===== src/rtl/opf_pkg.sv =====
package opf_pkg;

    localparam int MODE_W = 5;
    localparam int NWORD  = 3;
    localparam int WIDX_W = $clog2(NWORD);

    localparam logic [MODE_W-1:0] MODE_IMPL  = 5'd0;
    localparam logic [MODE_W-1:0] MODE_IMM   = 5'd1;
    localparam logic [MODE_W-1:0] MODE_ZP    = 5'd2;
    localparam logic [MODE_W-1:0] MODE_ZPX   = 5'd3;
    localparam logic [MODE_W-1:0] MODE_ZPY   = 5'd4;
    localparam logic [MODE_W-1:0] MODE_ABS   = 5'd5;
    localparam logic [MODE_W-1:0] MODE_ABSX  = 5'd6;
    localparam logic [MODE_W-1:0] MODE_ABSY  = 5'd7;
    localparam logic [MODE_W-1:0] MODE_WORD  = 5'd8;
    localparam logic [MODE_W-1:0] MODE_BLOCK = 5'd9;
    localparam logic [MODE_W-1:0] MODE_IZP   = 5'd10;
    localparam logic [MODE_W-1:0] MODE_IZPX  = 5'd11;
    localparam logic [MODE_W-1:0] MODE_IABS  = 5'd12;
    localparam logic [MODE_W-1:0] MODE_IABSX = 5'd13;
    localparam logic [MODE_W-1:0] MODE_ZIND  = 5'd14;
    localparam logic [MODE_W-1:0] MODE_INDX  = 5'd15;
    localparam logic [MODE_W-1:0] MODE_INDY  = 5'd16;

    typedef enum logic [2:0] {
        AK_NONE, AK_BYTE, AK_ZP, AK_ABS, AK_WORD, AK_BLOCK, AK_IND
    } addr_kind_e;

    typedef enum logic [1:0] {
        IX_NONE, IX_X, IX_Y
    } idx_sel_e;

    typedef struct packed {
        addr_kind_e kind;
        idx_sel_e   idx;
        logic       has_imm;
        logic       post_idx;
        logic       dummy_end;
    } mode_info_t;

    typedef enum logic [3:0] {
        ST_IDLE, ST_IMMED, ST_LO, ST_HI, ST_PTR,
        ST_PDUM, ST_PLO, ST_PHI, ST_DUMMY, ST_DONE
    } fsm_e;

endpackage


===== src/rtl/opf_mode_dec.sv =====
module opf_mode_dec
    import opf_pkg::*;
(
    input  logic [MODE_W-1:0] code,
    output mode_info_t        info
);

    always_comb begin
        info = '{kind: AK_NONE, idx: IX_NONE, has_imm: 1'b0,
                 post_idx: 1'b0, dummy_end: 1'b0};
        case (code)
            MODE_IMPL:  info.kind = AK_NONE;
            MODE_IMM:   info.kind = AK_BYTE;
            MODE_ZP:    begin info.kind = AK_ZP;  info.dummy_end = 1'b1; end
            MODE_ZPX:   begin info.kind = AK_ZP;  info.idx = IX_X; info.dummy_end = 1'b1; end
            MODE_ZPY:   begin info.kind = AK_ZP;  info.idx = IX_Y; info.dummy_end = 1'b1; end
            MODE_ABS:   begin info.kind = AK_ABS; info.dummy_end = 1'b1; end
            MODE_ABSX:  begin info.kind = AK_ABS; info.idx = IX_X; info.dummy_end = 1'b1; end
            MODE_ABSY:  begin info.kind = AK_ABS; info.idx = IX_Y; info.dummy_end = 1'b1; end
            MODE_WORD:  info.kind = AK_WORD;
            MODE_BLOCK: info.kind = AK_BLOCK;
            MODE_IZP:   begin info.kind = AK_ZP;  info.has_imm = 1'b1; info.dummy_end = 1'b1; end
            MODE_IZPX:  begin info.kind = AK_ZP;  info.has_imm = 1'b1; info.idx = IX_X;
                              info.dummy_end = 1'b1; end
            MODE_IABS:  begin info.kind = AK_ABS; info.has_imm = 1'b1; info.dummy_end = 1'b1; end
            MODE_IABSX: begin info.kind = AK_ABS; info.has_imm = 1'b1; info.idx = IX_X;
                              info.dummy_end = 1'b1; end
            MODE_ZIND:  begin info.kind = AK_IND; info.dummy_end = 1'b1; end
            MODE_INDX:  begin info.kind = AK_IND; info.idx = IX_X; info.dummy_end = 1'b1; end
            MODE_INDY:  begin info.kind = AK_IND; info.idx = IX_Y; info.post_idx = 1'b1;
                              info.dummy_end = 1'b1; end
            default:    info.kind = AK_NONE;
        endcase
    end

endmodule


===== src/rtl/opf_ea_calc.sv =====
module opf_ea_calc
    import opf_pkg::*;
#(
    parameter int AW = 16,
    parameter int DW = 8,
    parameter logic [AW-1:0] ZP_BASE = 16'h2000
) (
    input  mode_info_t    info,
    input  logic [DW-1:0] x_val,
    input  logic [DW-1:0] y_val,
    input  logic [DW-1:0] byte_in,
    input  logic [DW-1:0] ptr,
    input  logic [AW-1:0] word_in,
    output logic [AW-1:0] zp_eff,
    output logic [AW-1:0] abs_eff,
    output logic [AW-1:0] ptr_lo_addr,
    output logic [AW-1:0] ptr_hi_addr,
    output logic [DW-1:0] ptr_first
);

    logic [DW-1:0] idx, pre, post, zsum, ptr_nx;

    always_comb begin
        unique case (info.idx)
            IX_X:    idx = x_val;
            IX_Y:    idx = y_val;
            default: idx = '0;
        endcase
        pre  = (info.kind == AK_ZP || (info.kind == AK_IND && !info.post_idx)) ? idx : '0;
        post = (info.kind == AK_ABS || (info.kind == AK_IND && info.post_idx)) ? idx : '0;
        zsum      = byte_in + pre;
        ptr_first = byte_in + pre;
        ptr_nx    = ptr + 1'b1;
        zp_eff      = ZP_BASE + AW'(zsum);
        abs_eff     = word_in + AW'(post);
        ptr_lo_addr = ZP_BASE + AW'(ptr);
        ptr_hi_addr = ZP_BASE + AW'(ptr_nx);
    end

endmodule


===== src/rtl/opfetch_seq.sv =====
module opfetch_seq
    import opf_pkg::*;
#(
    parameter int AW = 16,
    parameter int DW = 8,
    parameter logic [AW-1:0] ZP_BASE = 16'h2000
) (
    input  logic              clk,
    input  logic              rst_n,
    input  logic              start,
    input  logic [MODE_W-1:0] mode,
    input  logic [AW-1:0]     pc_in,
    input  logic [DW-1:0]     x_in,
    input  logic [DW-1:0]     y_in,
    input  logic [DW-1:0]     rd_data,
    output logic [AW-1:0]     bus_addr,
    output logic              bus_rd,
    output logic [AW-1:0]     pc_out,
    output logic              done,
    output logic [AW-1:0]     opnd_a,
    output logic [AW-1:0]     opnd_b,
    output logic [AW-1:0]     opnd_c,
    output logic [DW-1:0]     imm_byte
);

    fsm_e              st, st_nx;
    mode_info_t        info_in, info_r;
    logic [AW-1:0]     pc_r;
    logic [DW-1:0]     x_r, y_r, lo_r, ptr_r, imm_r;
    logic [WIDX_W-1:0] widx;
    logic [AW-1:0]     opnd_q [NWORD];
    logic [AW-1:0]     zp_eff, abs_eff, ptr_lo_addr, ptr_hi_addr;
    logic [DW-1:0]     ptr_first;
    logic              idle_w, accept;

    assign idle_w = (st == ST_IDLE);
    assign accept = idle_w && start;

    opf_mode_dec u_dec (
        .code (mode),
        .info (info_in)
    );

    opf_ea_calc #(.AW(AW), .DW(DW), .ZP_BASE(ZP_BASE)) u_ea (
        .info        (info_r),
        .x_val       (x_r),
        .y_val       (y_r),
        .byte_in     (rd_data),
        .ptr         (ptr_r),
        .word_in     ({rd_data, lo_r}),
        .zp_eff      (zp_eff),
        .abs_eff     (abs_eff),
        .ptr_lo_addr (ptr_lo_addr),
        .ptr_hi_addr (ptr_hi_addr),
        .ptr_first   (ptr_first)
    );

    // state register
    always_ff @(posedge clk) begin
        if (!rst_n) st <= ST_IDLE;
        else        st <= st_nx;
    end

    // next state
    always_comb begin
        st_nx = st;
        unique case (st)
            ST_IDLE: begin
                if (start) begin
                    if (info_in.has_imm)              st_nx = ST_IMMED;
                    else if (info_in.kind == AK_NONE) st_nx = ST_DUMMY;
                    else if (info_in.kind == AK_IND)  st_nx = ST_PTR;
                    else                              st_nx = ST_LO;
                end
            end
            ST_IMMED: st_nx = ST_LO;
            ST_LO: begin
                if (info_r.kind == AK_BYTE)    st_nx = ST_DONE;
                else if (info_r.kind == AK_ZP) st_nx = info_r.dummy_end ? ST_DUMMY : ST_DONE;
                else                           st_nx = ST_HI;
            end
            ST_HI: begin
                if (info_r.kind == AK_BLOCK && widx != WIDX_W'(NWORD - 1)) st_nx = ST_LO;
                else if (info_r.dummy_end)                                 st_nx = ST_DUMMY;
                else                                                       st_nx = ST_DONE;
            end
            ST_PTR:   st_nx = ST_PDUM;
            ST_PDUM:  st_nx = ST_PLO;
            ST_PLO:   st_nx = ST_PHI;
            ST_PHI:   st_nx = ST_DUMMY;
            ST_DUMMY: st_nx = ST_DONE;
            ST_DONE:  st_nx = ST_IDLE;
            default:  st_nx = ST_IDLE;
        endcase
    end

    // bus outputs
    always_comb begin
        bus_rd   = 1'b0;
        bus_addr = pc_r;
        done     = 1'b0;
        unique case (st)
            ST_IMMED, ST_LO, ST_HI, ST_PTR, ST_PDUM, ST_DUMMY: bus_rd = 1'b1;
            ST_PLO: begin bus_rd = 1'b1; bus_addr = ptr_lo_addr; end
            ST_PHI: begin bus_rd = 1'b1; bus_addr = ptr_hi_addr; end
            ST_DONE: done = 1'b1;
            default: ;
        endcase
    end

    // datapath
    always_ff @(posedge clk) begin
        if (!rst_n) begin
            info_r <= '0;
            pc_r   <= '0;
            x_r    <= '0;
            y_r    <= '0;
            lo_r   <= '0;
            ptr_r  <= '0;
            imm_r  <= '0;
            widx   <= '0;
            for (int i = 0; i < NWORD; i++) opnd_q[i] <= '0;
        end else begin
            unique case (st)
                ST_IDLE: begin
                    if (accept) begin
                        info_r <= info_in;
                        pc_r   <= pc_in;
                        x_r    <= x_in;
                        y_r    <= y_in;
                        imm_r  <= '0;
                        widx   <= '0;
                        for (int i = 0; i < NWORD; i++) opnd_q[i] <= '0;
                    end
                end
                ST_IMMED: begin
                    imm_r <= rd_data;
                    pc_r  <= pc_r + 1'b1;
                end
                ST_LO: begin
                    lo_r <= rd_data;
                    pc_r <= pc_r + 1'b1;
                    if (info_r.kind == AK_BYTE) opnd_q[0] <= AW'(rd_data);
                    if (info_r.kind == AK_ZP)   opnd_q[0] <= zp_eff;
                end
                ST_HI: begin
                    pc_r <= pc_r + 1'b1;
                    if (info_r.kind == AK_ABS) opnd_q[0] <= abs_eff;
                    else                       opnd_q[widx] <= {rd_data, lo_r};
                    widx <= widx + 1'b1;
                end
                ST_PTR: begin
                    ptr_r <= ptr_first;
                    pc_r  <= pc_r + 1'b1;
                end
                ST_PLO: lo_r <= rd_data;
                ST_PHI: opnd_q[0] <= abs_eff;
                default: ;
            endcase
        end
    end

    assign pc_out   = pc_r;
    assign opnd_a   = opnd_q[0];
    assign opnd_b   = opnd_q[1];
    assign opnd_c   = opnd_q[2];
    assign imm_byte = imm_r;

endmodule


===== config.mk =====
export PLATFORM = sky130hd
export DESIGN_NAME = opfetch_seq
export DESIGN_NICKNAME = d
export VERILOG_FILES = /design/src/rtl/opf_pkg.sv /design/src/rtl/opf_mode_dec.sv /design/src/rtl/opf_ea_calc.sv /design/src/rtl/opfetch_seq.sv
export SDC_FILE = /design/constraint.sdc
export NUM_CORES = 1
export LEC_CHECK = 0
export BUFFER_PORTS_ARGS = -buffer_cell sky130_fd_sc_hd__buf_2
export CAP_MARGIN = 0
export CORE_ASPECT_RATIO = 1.75
export CORE_MARGIN = 5
export CORE_UTILIZATION = 40
export CTS_CLUSTER_DIAMETER = 60
export DETAILED_ROUTE_END_ITERATION = 16
export HOLD_SLACK_MARGIN = 0.12
export PLACE_DENSITY = 0.73
export SLEW_MARGIN = 20
export SYNTH_ARGS = -nofsm -noshare
export SYNTH_HDL_FRONTEND = slang
export SYNTH_SLANG_ARGS = --single-unit

===== constraint.sdc =====
create_clock -name clk -period 9.2 [get_ports clk]
set_clock_uncertainty 0.2 [all_clocks]
set_input_delay 0.46 -clock clk [delete_from_list [all_inputs] [get_ports clk]]
set_output_delay 0.46 -clock clk [all_outputs]
set_load 0.005 [all_outputs]

Word-level counts from Yosys, hierarchy flattened
Memories as Yosys holds them, arrays and structs flattened.
Cells that the tools add are included.
{"block": "classes", "addsub": 8, "eq_ne": 36, "muxes": 60, "n_bitwise": 7, "n_reduce_logical": 27}
{"op": "16-bit two-way mux", "count": 9}
{"op": "16-bit case mux with 2 select lines", "count": 2}
{"op": "14-bit by 8-bit adder with 15-bit output (first input constant)", "count": 3}
{"op": "5-bit by 4-bit == test with 1-bit output (second input constant)", "count": 8}
{"op": "4-bit case mux with 9 select lines", "count": 1}
{"op": "8-bit case mux with 2 select lines", "count": 2}
{"op": "1-bit two-way mux", "count": 31}
{"op": "4-bit two-way mux", "count": 6}
{"op": "8-bit two-way mux", "count": 3}
{"op": "5-bit by 3-bit == test with 1-bit output (second input constant)", "count": 4}
{"op": "3-bit case mux with 6 select lines", "count": 1}
{"op": "16-bit by 1-bit adder with 16-bit output (second input constant)", "count": 1}
{"op": "16-bit by 8-bit adder with 16-bit output", "count": 1}
{"op": "4-bit by 3-bit == test with 1-bit output (second input constant)", "count": 4}
{"op": "16-bit OR reduction", "count": 1}
{"op": "5-bit OR reduction", "count": 3}
{"op": "13-bit OR reduction", "count": 1}
{"op": "5-bit by 2-bit == test with 1-bit output (second input constant)", "count": 2}
{"op": "3-bit == test (second input constant)", "count": 3}
{"op": "8-bit by 1-bit adder with 8-bit output (second input constant)", "count": 1}
{"op": "8-bit adder", "count": 1}
{"op": "4-bit by 2-bit == test with 1-bit output (second input constant)", "count": 2}
{"op": "4-bit == test (second input constant)", "count": 2}
{"op": "2-bit case mux with 2 select lines", "count": 2}
{"op": "other kinds (24)", "count": 44}
{"block": "totals", "ff_bits": 69, "ram_bits": 48, "in_bits": 48, "output_inout_bits": 90, "elab_cells": 151, "n_memories": 1}
{"name": "opnd_q", "words": 3, "width": 16, "read_ports": 3, "rd_ports_with_merged_regs": 0, "wr": 3, "line": "opfetch_seq.sv:31", "text": "logic [AW-1:0] opnd_q [NWORD];"}

Logic depth before layout (Yosys ltp)
Gate-level depths: netlist of the first run.
{"block": "logic_depth", "word_depth": 12, "depth_mapped": 15, "ltp_nobuf": 14}

Cells and area by module
From an unflattened synthesis of the first run, not the netlist that was laid out.
{"block": "unflattened", "hier_cells": 905, "hier_area_um2": 7669.9}
{"mod": "opfetch_seq", "instances": 1, "cells_per_inst": 687, "area_each_um2": 6097.1, "seq_area_each_um2": 2842.7}
{"mod": "opf_ea_calc", "instances": 1, "cells_per_inst": 194, "area_each_um2": 1402.6, "seq_area_each_um2": 0.0}
{"mod": "opf_mode_dec", "instances": 1, "cells_per_inst": 24, "area_each_um2": 170.2, "seq_area_each_um2": 0.0}

Least setup slack after synthesis of the first run
OpenSTA, ideal clock, no wires.
{"block": "synth_path", "kind": "register -> register", "start": "register info_r[3] (netlist name)", "end": "memory opnd_q[0][10], data pin", "setup_time_ps": 262, "arrival_time_ps": 2612, "required_ps": 8738, "setup_slack_ps": 6126, "stages_incl_launch_ff": 16, "path_buffers": 1, "synth_period_minus_slack_ps": 3074, "cell_sequence": "dfxtp_1 inv_1 ha_1 clkbuf_1 a22oi_1 or2_2 nor2_1 ha_1 inv_1 fa_1 nor2b_1 o31a_1 o311ai_1 xnor2_1 a22oi_1 nor2_1"}
{"item": "from (decl)", "line": "opfetch_seq.sv:27", "text": "mode_info_t info_in, info_r;"}
{"item": "from (signal assigned)", "line": "opfetch_seq.sv:127", "text": "info_r <= info_in;"}
{"item": "to (decl)", "line": "opfetch_seq.sv:31"}

==> results of run 1 <==
power groups by stage:
stage               combinational [mW]  clock, mW  sequential [mW]
floorplan                        0.423          0            0.760
global placement                 0.620          0            0.793
detailed placement               0.628          0            0.796
CTS                              0.638      0.723            0.787
global route                     0.709      0.745            0.805
finish                           0.634      0.717            0.789
cells in the mapped netlist, types with 5 or more instances:
library cell               count  area, µm²
sky130_fd_sc_hd__o21a_1        5       37.5
sky130_fd_sc_hd__clkbuf_1     22       82.6
sky130_fd_sc_hd__xor2_1       12        105
sky130_fd_sc_hd__nor2_1       96        360
sky130_fd_sc_hd__buf_2        18       90.1
sky130_fd_sc_hd__and3_1        6       37.5
sky130_fd_sc_hd__edfxtp_1     48       1440
sky130_fd_sc_hd__nand2_1      92        345
sky130_fd_sc_hd__and2_1       21        131
sky130_fd_sc_hd__nor2b_1      12       75.1
sky130_fd_sc_hd__or2_2         9       56.3
sky130_fd_sc_hd__nor3_1       16       80.1
sky130_fd_sc_hd__a22oi_1      14        105
sky130_fd_sc_hd__mux2i_1      17        170
sky130_fd_sc_hd__o22ai_1      12       75.1
sky130_fd_sc_hd__dfxtp_1      69       1380
sky130_fd_sc_hd__nand4_1       9       56.3
sky130_fd_sc_hd__inv_1        12       45.0
sky130_fd_sc_hd__a211oi_1     15        113
sky130_fd_sc_hd__o21ai_0      46        230
sky130_fd_sc_hd__or3_1        10       62.6
sky130_fd_sc_hd__xnor2_1      16        140
sky130_fd_sc_hd__a21oi_1      75        375
sky130_fd_sc_hd__nand3_1      26        130
sky130_fd_sc_hd__ha_1         20        250
sky130_fd_sc_hd__nand2b_1      7       43.8
sequential cells by signal, summed over array words and instances, names as in the netlist:
signal / cells
opnd_q: 48
pc_out: 16
imm_byte: 8
lo_r: 8
ptr_r: 8
x_r: 8
y_r: 8
info_r: 7
st: 4
widx: 2
area by class of cell:
class	instances	share of cell area, %
tap	192	2.97
sequential	117	34.8
inverter	13	0.602
multi-input combinational	588	43.1
clock buffer	18	5.30
clock inverter	14	2.58
timing repair buffer	155	10.6
stage by stage:
step | hold WS [ps] | area [µm²]
6_report | 138 | 8100
5_1_grt | 164 | 8100
3_5_place_dp | 249 | 7290
2_1_floorplan | 233 | 6570
4_1_cts | 134 | 8090
3_3_place_gp | 245 | 7290
layer usage:
| metal | vias up | track usage [%] | share of wire [%] |
|---|---|---|---|
| li1 | 2984 | - | - |
| met1 | 2774 | 21.1 | 37 |
| met2 | 202 | 36.3 | 53 |
| met3 | 52 | 3.16 | 4.9 |
| met4 | 0 | 10.3 | 4.5 |
| met5 | - | 0 | 0 |
kinds of logic after synthesis:
group / Yosys count / synth area share [%]
buf+inv: 61 / 4.30
mux: 20 / 3.10
fa+ha+maj: 22 / 4.42
compound gates: 193 / 17.5
xor+xnor: 28 / 3.73
simple gates: 325 / 23.9
flops: 117 / 43.0
worst min path at each step:
stage,start,to,slack [ps],cells after the start
after detailed placement,x_r[6]$_SDFFE_PN0P_,x_r[6]$_SDFFE_PN0P_,250,2
after CTS,pc_in[11],pc_out[11]$_SDFFE_PN0P_,130,3
final,pc_in[11],pc_out[11]$_SDFFE_PN0P_,140,3
after floorplan,info_r[0]$_SDFFE_PN0P_,info_r[0]$_SDFFE_PN0P_,230,2
after global placement,x_r[2]$_SDFFE_PN0P_,x_r[2]$_SDFFE_PN0P_,250,2
after global routing,pc_in[5],pc_out[5]$_SDFFE_PN0P_,160,3
worst max-delay path, stage by stage, from the launching register on:
cell                       delay, ps
sky130_fd_sc_hd__dfxtp_1         860
sky130_fd_sc_hd__and4bb_1        380
sky130_fd_sc_hd__and3_1          540
sky130_fd_sc_hd__nand3_1         490
sky130_fd_sc_hd__nand3_1         720
==> run metrics, run 1 <==
Net Sw Power approximately 0.74 mW; area taken by multi-input logic gates 3490 µm²; Pwr per Cell Area 264 nW/µm²; total routing resource utilization after global routing 19.7%; remaining antenna violation count after routing 0; R2R setup slack 5620 ps; Worst R2R End opnd_q[2][1]$_SDFFCE_PN0P_; register share of total power 36.9%; Post-route DRC 0; overall die height 180 µm; synth warn 0; worst-path maximum fanout 24; total of fill cells in the finished design 1563; number of levels in the clock H-tree 4; number of placed instances, taps included 1049; CTS Hold Bufs 16; clock root buffer sky130_fd_sc_hd__clkbuf_16; global-route congestion overflow total 0; switching portion of total power around a third; post-cts repair resize count 0; sequential share of the synthesized area 43.0%; clock-pin slew on the worst setup and hold paths ~60 ps; async set-reset flop share out of synthesis 0%; Clock Latency Late Sink approximately 430 ps; source of the worst register-to-register timing path st[0]$_SDFFE_PN0P_; Final setup violation count 0; final critical delay including setup and external delays about 3600 ps; Worst setup endpoint opnd_q[2][1]$_SDFFCE_PN0P_; average cell area after synthesis around 8.6 µm²; synthesized area 6570 µm²; sum of net half-perimeters after detailed placement 14.2 mm; routed via count 6012; worst slack at placement 5340 ps; final worst-path cycle share 39.0%; Post CTS Setup Buffer Count 0; Routability Congestion 0.927; Lkg Pwr 3.26 nW; antenna violations before repair 0; type of origin of the critical path flop; share of power burned in combinational logic ~30%; post-route insts no fill 1097; final setup TNS 0 ps; effective utilization at floorplan 40.3%; start-to-end type of the worst setup path reg -> reg; commonest non-fill, non-tap cells in the layout sky130_fd_sc_hd__buf_2, sky130_fd_sc_hd__nor2_1, sky130_fd_sc_hd__nand2_1; ratio of routed vias to standard cells 5.48; Design Power around 2.1 mW; clock tree from TritonCTS done; Iteration-0 DRC Markers 266; max-cap violations 0; number of buffer cells added on primary ports 137; Worst Path Required a little over 9000 ps; share of layout cells above drive strength 1 between 20% and 30%; utilization after layout ~50%; layout net count around 960; number of buffers added by the clock tree synthesis step 17; Ports 138; via count of the first global-routing pass 5884; setup slack of the critical path after layout 5620 ps; sink count of the clock tree approximately 120; Main synth FF type sky130_fd_sc_hd__dfxtp_1; full die area 19200 µm²; number of iterations in the first detailed-routing pass 5; Fmax achieved 0.279 GHz; Routed WL per cell roughly 17 µm; number of instances in the synthesized netlist about 770; net count after synthesis 836; maximum number of pins on one net before global-route repair 56; path class of the lowest-slack min-delay path in -> reg; Chip Width 107 µm; flip-flop and latch count after synthesis roughly 120; beginning of the critical path st[0]$_SDFFE_PN0P_; footprint of the flip-flops and latches 2820 µm²; P&R area growth vs syn 23.3%; leading cell type in the layout, fill and taps excluded sky130_fd_sc_hd__buf_2; maximum clock insertion buffer count 2; kind of capture point of the worst setup path flop; Fin. Hold Viols 0; core footprint 16300 µm²; antenna cell count 0; floorplan row count 62; global-route wire length before repair 30.1 mm; number of flops mapped to enable cells by yosys 48; post-synthesis cell type count 59; part of the total power dissipated in the clock network 33.5%; R2R cell count 4; status finished, final reports clean; arrival time of data at the critical path endpoint 3430 ps; normalized max-slew margin 35.2%; setup repair after global routing missed its margin no; total count of max-transition violations in the final report 0; worst-margin pin slew 972 ps; Worst IR Drop VDD 0.149 mV; Cell Int Power 1.40 mW; Post-Route WL 19.0 mm
(Power assumes the default switching activity.)
==> run 2, diff against run 1 <==
--- a/config.mk
+++ b/config.mk
@@ -13,7 +13,7 @@
 export CTS_CLUSTER_DIAMETER = 60
 export DETAILED_ROUTE_END_ITERATION = 16
 export HOLD_SLACK_MARGIN = 0.12
-export PLACE_DENSITY = 0.73
+export PLACE_DENSITY = 0.76
 export SLEW_MARGIN = 20
 export SYNTH_ARGS = -nofsm -noshare
 export SYNTH_HDL_FRONTEND = slang
==> constraint.sdc (replaced) <==
create_clock -name clk -period 3 [get_ports clk]
set_clock_uncertainty 0.2 [all_clocks]
set_input_delay 0.15 -clock clk [delete_from_list [all_inputs] [get_ports clk]]
set_output_delay 0.15 -clock clk [all_outputs]
set_load 0.005 [all_outputs]
==> run 2 against run 1 <==
Net effect: the run now ends with negative setup slack left; global-route usage rose by 2.5 points; routed wire length rose by 12%; sequential power grew to 3.0 times the previous value; critical endpoint is now opnd_q[0][13]$_SDFFCE_PN0P_.
==> run metrics, run 2 (synthesis gave the netlist of run 1 again) <==
status finished, violations left (was finished, final reports clean); violated checks negative setup slack; path class of the lowest-slack min-delay path in -> reg (unchanged); start-to-end type of the worst setup path reg -> reg (unchanged); Design Power 6.63 mW (was 2.14 mW); Post-Route WL 21.3 mm (was 19.0 mm); Clock Latency Late Sink 420 ps (was 430 ps); R2R setup slack -50 ps (was 5620 ps); cell chain of the critical path buf_6 -> ha_4 -> buf_4 -> a22oi_1 -> or2_2 -> nor2_2 -> ha_4 -> a21oi_1 -> o211ai_1 -> nand4_1 -> o211ai_1 -> o211a_1 -> nor2_1 (was and4bb_1 -> and3_1 -> nand3_1 -> nand3_1); Ports 138 (unchanged); clock root buffer sky130_fd_sc_hd__clkbuf_16 (unchanged); sum of net half-perimeters after detailed placement 15.2 mm (was 14.2 mm); worst-path maximum fanout 6 (was 24); Routed WL per cell 17.6 µm (was 17.3 µm); Biggest register opnd_q (unchanged); Slowest Stage Delay on Critical Path 350 ps (was 860 ps); routed via count 6660 (was 6012); source of the worst register-to-register timing path info_r[4]$_SDFFE_PN0P_ (was st[0]$_SDFFE_PN0P_); beginning of the critical path info_r[4]$_SDFFE_PN0P_ (was st[0]$_SDFFE_PN0P_); Worst setup endpoint opnd_q[0][13]$_SDFFCE_PN0P_ (was opnd_q[2][1]$_SDFFCE_PN0P_); number of buffer cells added on primary ports 137 (unchanged); effective utilization at floorplan 40.3% (unchanged); setup slack of the critical path after layout -52.1 ps (was 5620 ps); layout net count 1076 (was 962); worst-margin pin slew 768 ps (was 972 ps); setup repair after global routing missed its margin yes (was no); remaining antenna violation count after routing 0 (unchanged); core footprint 16300 µm² (unchanged); Pwr per Cell Area 708 nW/µm² (was 264 nW/µm²); R2R cell count 13 (was 4); max-cap violations 0 (unchanged); number of levels in the clock H-tree 4 (unchanged); P&R area growth vs syn 42.5% (was 23.3%); Lkg Pwr 3.81 nW (was 3.26 nW); cell at the slowest stage of the critical path sky130_fd_sc_hd__dfxtp_2 (was sky130_fd_sc_hd__dfxtp_1); Fmax achieved 0.328 GHz (was 0.279 GHz); overall die height 180 µm (unchanged); arrival time of data at the critical path endpoint 3010 ps (was 3430 ps); total routing resource utilization after global routing 22.2% (was 19.7%); final worst-path cycle share 102% (was 39.0%); global-route congestion overflow total 0 (unchanged); final critical delay including setup and external delays 3050 ps (was 3580 ps); clock tree from TritonCTS done (unchanged); final instance area 9360 µm² (was 8100 µm²); Routability Congestion 0.989 (was 0.927); maximum clock insertion buffer count 2 (unchanged); Post-route DRC 0 (unchanged); sink count of the clock tree 117 (unchanged); via count of the first global-routing pass 6712 (was 5884); Worst R2R End opnd_q[0][13]$_SDFFCE_PN0P_ (was opnd_q[2][1]$_SDFFCE_PN0P_); kind of capture point of the worst setup path flop (unchanged); flip-flop count of the largest register after layout 48 (unchanged); Buffers & Inverters on Critical Path 2 (was 0); Chip Width 107 µm (unchanged); full die area 19200 µm² (unchanged); number of logic stages on the critical path including buffering 13 (was 4); normalized max-slew margin 48.4% (was 35.2%); maximum number of pins on one net before global-route repair 30 (was 56); clock-pin slew on the worst setup and hold paths 50 ps (was 60 ps); leading cell type in the layout, fill and taps excluded sky130_fd_sc_hd__buf_2 (unchanged); type of origin of the critical path flop (unchanged); Worst IR Drop VDD 0.548 mV (was 0.149 mV); share of layout cells above drive strength 1 33.1% (was 21.3%); Fin. Hold Viols 0 (unchanged); post-place instance area 7790 µm² (was 7290 µm²); family with the most delay on the worst path simple AND/OR/NAND/NOR gates (unchanged); antenna violations before repair 0 (unchanged); Worst Path Required 2960 ps (was 9050 ps); total count of max-transition violations in the final report 0 (unchanged); Iteration-0 DRC Markers 306 (was 266); number of iterations in the first detailed-routing pass 7 (was 5); global-route wire length before repair 33.9 mm (was 30.1 mm); floorplan row count 62 (unchanged); Final setup violation count 13 (was 0); commonest non-fill, non-tap cells in the layout sky130_fd_sc_hd__buf_2, sky130_fd_sc_hd__nand2_1, sky130_fd_sc_hd__nor2_1 (was sky130_fd_sc_hd__buf_2, sky130_fd_sc_hd__nor2_1, sky130_fd_sc_hd__nand2_1); ratio of routed vias to standard cells 5.50 (was 5.48); number of buffers added by the clock tree synthesis step 17 (unchanged); antenna cell count 0 (unchanged)
==> run 2: how the worst min path moves through the flow <==
stage / cells after the start / slack [ps] / end / from
floorplan: 2 / 90 / y_r[0]$_SDFFE_PN0P_ / y_in[0]
global placement: 3 / 200 / x_r[7]$_SDFFE_PN0P_ / x_in[7]
detailed placement: 3 / 210 / y_r[1]$_SDFFE_PN0P_ / y_in[1]
CTS: 4 / 140 / opnd_q[0][5]$_SDFFCE_PN0P_ / rd_data[5]
global route: 4 / 170 / opnd_q[0][5]$_SDFFCE_PN0P_ / rd_data[5]
finish: 5 / 170 / info_r[6]$_SDFFE_PN0P_ / mode[2]
==> run 2: power by group <==
group / leakage [nW] / internal, mW / switching (mW)
sequential: 1.09 / 2.06 / 0.304
combinational: 2.44 / 1.02 / 1.30
clock: 0.278 / 1.17 / 0.774
==> run 2: cell type report <==
class / instances / area [µm²]
clock buffer: 18 / 439
clock inverter: 14 / 125
fill: 1396 / 6930
inverter: 13 / 48.8
multi-input combinational: 588 / 3850
sequential: 117 / 2830
tap: 192 / 240
timing repair buffer: 269 / 1830
==> run 2: stage by stage <==
step	utilization (%)	hold slack, ps	worst slack (ps)	std cells	TNS, ps
final	57.5	170	-52.1	1211	-281
after global routing	57.5	168	-157	1211	-2640
after CTS	55.9	143	-27.2	1207	-61.9
after detailed placement	47.8	206	-238	1113	-3350
after global placement	47.8	198	-198	1113	-2050
after floorplan	-	86.0	-12.4	766	-37.3
==> run 2: worst reg2reg max path, delay by kind of cell (launching register included) <==
family | cells | cell delay, ps
compound gates | 5 | 800
flops | 1 | 350
buf+inv | 2 | 250
simple gates | 4 | 840
fa+ha+maj | 2 | 370
==> run 2: timing repair <==
action	4_1_cts	5_1_grt
setup endpoints to repair	28	39
gates resized for setup	39	55
pin swaps	20	38
hold buffers	59	0
setup buffers	3	4
hold endpoints to repair	72	0
==> run 2: routing by layer <==
layer	GRT usage (%)	up-vias	wire, µm
met5	0	-	0
met4	15.8	0	1540
met3	3.88	91	925
met2	40.5	253	11400
met1	22.1	3102	7440
li1	-	3214	-
